**config.mk**
```make
export PLATFORM = sky130hd
export DESIGN_NAME = dma_grant_arbiter
export DESIGN_NICKNAME = d
export VERILOG_FILES = /design/src/rtl/dma_arb_pkg.sv /design/src/rtl/dma_arb_pick.sv /design/src/rtl/dma_arb_burst_ctr.sv /design/src/rtl/dma_grant_arbiter.sv
export SDC_FILE = /design/constraint.sdc
export NUM_CORES = 1
export LEC_CHECK = 0
export BUFFER_PORTS_ARGS = -buffer_cell sky130_fd_sc_hd__buf_2
export CORE_MARGIN = 3
export CORE_UTILIZATION = 50
export CTS_CLUSTER_DIAMETER = 30
export DETAILED_ROUTE_END_ITERATION = 8
export PLACE_DENSITY = 0.83
export SYNTH_ARGS = -nofsm -noshare
export SYNTH_HDL_FRONTEND = slang
export SYNTH_SLANG_ARGS = --single-unit
```
**constraint.sdc**
```tcl
create_clock -name clk -period 5.12 [get_ports clk]
set_input_delay 0.512 -clock clk [delete_from_list [all_inputs] [get_ports clk]]
set_output_delay 0.512 -clock clk [all_outputs]
set_load 0.01 [all_outputs]
```
**src/rtl/dma_arb_pkg.sv**
```systemverilog
package dma_arb_pkg;

    // Controller states: pick a winner, or hold the engine for a burst.
    typedef enum logic [0:0] {
        ST_ARBITRATE = 1'b0,
        ST_HOLD      = 1'b1
    } arb_state_e;

endpackage

```
**src/rtl/dma_arb_pick.sv**
```systemverilog
module dma_arb_pick #(
    parameter int NUM_CH = 8
) (
    input  logic [NUM_CH-1:0] elig,
    input  logic [NUM_CH-1:0] hi,
    output logic [NUM_CH-1:0] win,
    output logic              any
);
    logic [NUM_CH-1:0] hi_elig;
    logic [NUM_CH-1:0] pool;
    logic [NUM_CH:0]   seen;

    // The high group masks out the default group whenever it has a candidate.
    assign hi_elig = elig & hi;
    assign pool    = (|hi_elig) ? hi_elig : elig;
    assign any     = |elig;
    assign seen[0] = 1'b0;

    // Fixed order: a lower index shadows every higher one.
    for (genvar i = 0; i < NUM_CH; i++) begin : g_prio
        assign win[i]    = pool[i] & ~seen[i];
        assign seen[i+1] = seen[i] | pool[i];
    end

endmodule

```
**src/rtl/dma_arb_burst_ctr.sv**
```systemverilog
module dma_arb_burst_ctr #(
    parameter int EXP_W   = 4,
    parameter int MAX_EXP = 10
) (
    input  logic             clk,
    input  logic             rst_n,
    input  logic             load,
    input  logic [EXP_W-1:0] exp_in,
    input  logic             held,
    input  logic             xfer_done,
    input  logic             clear,
    output logic             burst_end
);
    localparam int               CNT_W     = MAX_EXP + 1;
    localparam logic [EXP_W-1:0] MAX_EXP_V = EXP_W'(MAX_EXP);

    logic [EXP_W-1:0] exp_c;
    logic [CNT_W-1:0] lim_load;
    logic [CNT_W-1:0] lim_m1;
    logic [CNT_W-1:0] cnt;
    logic             tick;

    assign exp_c     = (exp_in > MAX_EXP_V) ? MAX_EXP_V : exp_in;
    assign lim_load  = ~({CNT_W{1'b1}} << exp_c);
    assign tick      = held & xfer_done;
    assign burst_end = tick & (cnt == lim_m1);

    always_ff @(posedge clk) begin
        if (!rst_n) begin
            cnt    <= '0;
            lim_m1 <= '0;
        end else if (load) begin
            cnt    <= '0;
            lim_m1 <= lim_load;
        end else if (clear || burst_end) begin
            cnt    <= '0;
        end else if (tick) begin
            cnt    <= cnt + CNT_W'(1);
        end
    end

    AST_CNT_IN_RANGE: assert property (@(posedge clk) disable iff (!rst_n)
        cnt <= lim_m1);

    AST_IDLE_CNT_ZERO: assert property (@(posedge clk) disable iff (!rst_n)
        !held |-> (cnt == '0));

endmodule

```
**src/rtl/dma_grant_arbiter.sv**
```systemverilog
module dma_grant_arbiter #(
    parameter int NUM_CH  = 8,
    parameter int EXP_W   = 4,
    parameter int MAX_EXP = 10
) (
    input  logic                    clk,
    input  logic                    rst_n,
    input  logic [NUM_CH-1:0]       ch_req,
    input  logic [NUM_CH-1:0]       ch_en,
    input  logic [NUM_CH-1:0]       ch_mask,
    input  logic [NUM_CH-1:0]       ch_hi,
    input  logic [NUM_CH*EXP_W-1:0] ch_exp,
    input  logic                    xfer_done,
    input  logic                    cycle_last,
    output logic [NUM_CH-1:0]       gnt,
    output logic                    gnt_valid
);
    import dma_arb_pkg::*;

    arb_state_e        state, state_nxt;
    logic [NUM_CH-1:0] eligible;
    logic [NUM_CH-1:0] win;
    logic              any_elig;
    logic [EXP_W-1:0]  exp_sel;
    logic              held;
    logic              load;
    logic              burst_end;
    logic              rel_now;

    assign eligible = ch_req & ch_en & ~ch_mask;
    assign held     = (state == ST_HOLD);
    assign load     = (state == ST_ARBITRATE) && any_elig;
    assign rel_now  = held && xfer_done && (cycle_last || burst_end);

    dma_arb_pick #(.NUM_CH(NUM_CH)) u_pick (
        .elig (eligible),
        .hi   (ch_hi),
        .win  (win),
        .any  (any_elig)
    );

    // Route the winner's exponent field to the burst counter.
    always_comb begin
        exp_sel = '0;
        for (int i = 0; i < NUM_CH; i++) begin
            if (win[i]) exp_sel = exp_sel | ch_exp[i*EXP_W +: EXP_W];
        end
    end

    dma_arb_burst_ctr #(.EXP_W(EXP_W), .MAX_EXP(MAX_EXP)) u_burst (
        .clk       (clk),
        .rst_n     (rst_n),
        .load      (load),
        .exp_in    (exp_sel),
        .held      (held),
        .xfer_done (xfer_done),
        .clear     (rel_now),
        .burst_end (burst_end)
    );

    // Next-state logic.
    always_comb begin
        state_nxt = state;
        unique case (state)
            ST_ARBITRATE: if (any_elig) state_nxt = ST_HOLD;      // grant
            ST_HOLD:      if (rel_now)  state_nxt = ST_ARBITRATE; // yield
        endcase
    end

    // State register.
    always_ff @(posedge clk) begin
        if (!rst_n) state <= ST_ARBITRATE;
        else        state <= state_nxt;
    end

    // Output register.
    always_ff @(posedge clk) begin
        if (!rst_n) begin
            gnt       <= '0;
            gnt_valid <= 1'b0;
        end else if (load) begin
            gnt       <= win;
            gnt_valid <= 1'b1;
        end else if (rel_now) begin
            gnt       <= '0;
            gnt_valid <= 1'b0;
        end
    end

    AST_GNT_ONEHOT: assert property (@(posedge clk) disable iff (!rst_n)
        gnt_valid |-> ($countones(gnt) == 1));

    AST_GNT_IDLE_ZERO: assert property (@(posedge clk) disable iff (!rst_n)
        !gnt_valid |-> (gnt == '0));

    AST_GNT_STABLE: assert property (@(posedge clk) disable iff (!rst_n)
        (gnt_valid && $past(gnt_valid)) |-> $stable(gnt));

    AST_GNT_ELIGIBLE: assert property (@(posedge clk) disable iff (!rst_n)
        $rose(gnt_valid) |-> ((gnt & $past(eligible)) != '0));

    AST_HI_FIRST: assert property (@(posedge clk) disable iff (!rst_n)
        ($rose(gnt_valid) && ($past(eligible & ch_hi) != '0))
            |-> ((gnt & $past(ch_hi)) != '0));

    AST_ARB_LATENCY: assert property (@(posedge clk) disable iff (!rst_n)
        (!gnt_valid && (eligible != '0)) |=> gnt_valid);

    AST_CYCLE_END_YIELD: assert property (@(posedge clk) disable iff (!rst_n)
        (gnt_valid && xfer_done && cycle_last) |=> !gnt_valid);

endmodule

```
==> metrics.cfg <==
[sta]
skew_ns = 0.00271
period_minus_slack_ns = 2.65
setup_violations = 0
tightest_slew_ns = 0.613
fin_tns_setup_ns = 0
fmax_mhz = 377
drv_slew = 0
rsz0062_at_grt = no
period_share_pct = 51.8
slew_headroom_pct = 59.0
hold_slack_ns = 0.476
hold_violations = 0

[finish]
layout.nets = 367
final_cell_mix = 76 x buf_2, 32 x dfxtp_1, 30 x nor2_1
final_common_cell = buf_2
n_fill_cell = 292
final_area_sq_um = 2390
stdcell_count = 345
layout-drive-gt1-share_pct = 32.1
area_growth_pct = 29.2
antennaDiodeCount = 0

[flow_run]
maxCapViolCount = 0

[global_route]
track_usage_pct = 25.0
grt_max_degree = 16
antenna_found_initial = 0
first_global_vias = 1916
grt_pass1_wl_mm = 8.48
overflow = 0

[route]
via_count = 1941
wl_per_cell_um = 14.7
postRouteAntennaNets = 0
avgViaCountPerCell = 5.63
first_pass_iters = 5
drt_iter0_drc = 152
wl_mm = 5.08
drcViolationCount = 0

[clock_tree]
clockRootBuffer = clkbuf_8
htree_levels = 2
clkTransAtPathRegs_ns = 0.07
cts_made_buffers = 5
post_cts_buffers = 0
clock_latency_ns = 0.29
cts_tree = yes
clkSinkCount = 32
hold_buffers = 0
cts_buffer_depth = 2
post_cts_resize_count = 0

[hold_path]
min_from = gnt[7]$_SDFFE_PN0P_
hold_depth = 1
hold_class = register to register
min_to = gnt[7]$_SDFFE_PN0P_

[floorplanning]
fp.dieH_um = 66.8
core_area_sq_um = 3440
ios = 77
initial_utilization_pct = 53.8
floorplan.rows = 21
die_x_um = 66.8
die-area_sq_um = 4470

[power]
ir_drop_mv = 0.160
powerDensity_nw_per_um2 = 287
power.leakage_nw = 1.09

[worst_setup_path]
reg2reg_to = gnt[0]$_SDFFE_PN0P_
cp.required_ns = 5.29
ff2ff_path_depth = 7
critPathLaunchType = input pin
r2r_setup_slack_ns = 3.22
crit_path_max_fanout = 6
critical_path_class = input pin to register
arrival_ns = 2.82
r2r_start = u_burst.cnt[9]$_SDFFE_PP0P_
crit_start = ch_mask[6]
cp-end-kind = register

[outcome]
status = finished clean

[synth]
syn-num-nets = 287
syn_area_per_cell_sq_um = 8.49
syn_inst = 218
synthFlopType = dfxtp_1
yosysWarnings = 0
yosys.area.top_type = dfxtp_1
ys_types = 48
async_reset_ff_share_pct = 0
synth_edf_count = 0
ys_seq_area_share_pct = 34.6
yosysTopAreaCellShare_pct = 34.6
synthTopCellsByArea = dfxtp_1 35%, xor2_1 8.5%, nor2_1 6.1%, nand2_1 4.1%, o21ai_0 4.1%
syn_area_sq_um = 1850
synth-seq-cells = 32

[place]
place_congestion = 0.845
portBuffers = 76
dp.cells = 337
dpl_cell_area_sq_um = 2280
hpwl_mm = 4.03

-- power breakdown --
part / switching [W] / internal, W / total [W]
logic: 0.0000891 / 0.0000729 / 0.000162
registers: 0.0000136 / 0.000269 / 0.000282
clock network: 0.0000984 / 0.000144 / 0.000242
total: 0.000201 / 0.000485 / 0.000687
-- registers in the layout, indices dropped and copies added (netlist names) --
name and cells:
u_burst.cnt 11, u_burst.lim_m1 11, gnt 8, gnt_valid 1
held 1
-- worst max path at each step --
stage | end | cells after the start
after floorplan | u_burst.lim_m1[4]$_SDFFE_PN0P_ | 10
after global placement | u_burst.lim_m1[0]$_SDFFE_PN0P_ | 10
after detailed placement | u_burst.lim_m1[2]$_SDFFE_PN0P_ | 10
after CTS | u_burst.lim_m1[2]$_SDFFE_PN0P_ | 10
after global routing | u_burst.lim_m1[8]$_SDFFE_PN0P_ | 10
final | u_burst.lim_m1[0]$_SDFFE_PN0P_ | 10
-- worst max-delay path, stage by stage --
cell and delay (ns):
buf_2 0.10, nand4b_1 0.17, and4_4 0.23, a21o_1 0.18
and2_0 0.26, a221o_1 0.41, and3_4 0.20, a2111oi_4 0.38
nor2b_4 0.28, a21oi_1 0.09
-- cell type report --
type	count	area [sq um]	share of cell area (%)
Sequential cell	32	641	26.8
Multi-Input combinational cell	177	1170	49.1
Inverter	5	18.8	0.785
Timing Repair Buffer	77	388	16.2
Clock buffer	5	68.8	2.88
Clock inverter	3	42.5	1.78
Tap cell	46	57.6	2.41
-- logic make-up (layout without fill, tap and decap cells) --
logic type      Yosys count  count (layout)  share of synthesized area, %
flops                    32              32                          34.6
fa+ha+maj                 1               1                         0.676
buf+inv                   9              90                          1.89
simple gates             96              96                          28.9
compound gates           59              59                          23.9
xor+xnor                 21              21                          9.94
-- synth_stat cells (4+ instances only) --
library cell,n
dfxtp_1,32
nor2_1,30
nand2_1,20
xor2_1,18
o21ai_0,15
a21oi_1,10
nand4b_1,8
nand3_1,7
a22o_1,6
a211oi_1,5
inv_1,5
a32o_1,4
nor4_1,4
-- stage by stage --
stage	power [W]	utilization (%)	setup slack [ns]
5_1_grt	0.000722	69.5	2.30
6_report	0.000687	69.5	2.47
3_3_place_gp	0.000443	66.2	2.27
3_5_place_dp	0.000446	66.2	2.21
2_1_floorplan	0.000388	-	2.51
4_1_cts	0.000688	69.5	2.51
-- per-layer routing --
metal	up-vias	wire [um]	part of all wire, %	GRT usage, %
li1	966	-	-	-
met1	881	2290	45	33.4
met2	85	2370	47	39.9
met3	9	325	6.4	4.38
met4	0	95	1.9	9.39
met5	-	0	0	0
No activity file was read; power rests on OpenSTA's default activity.
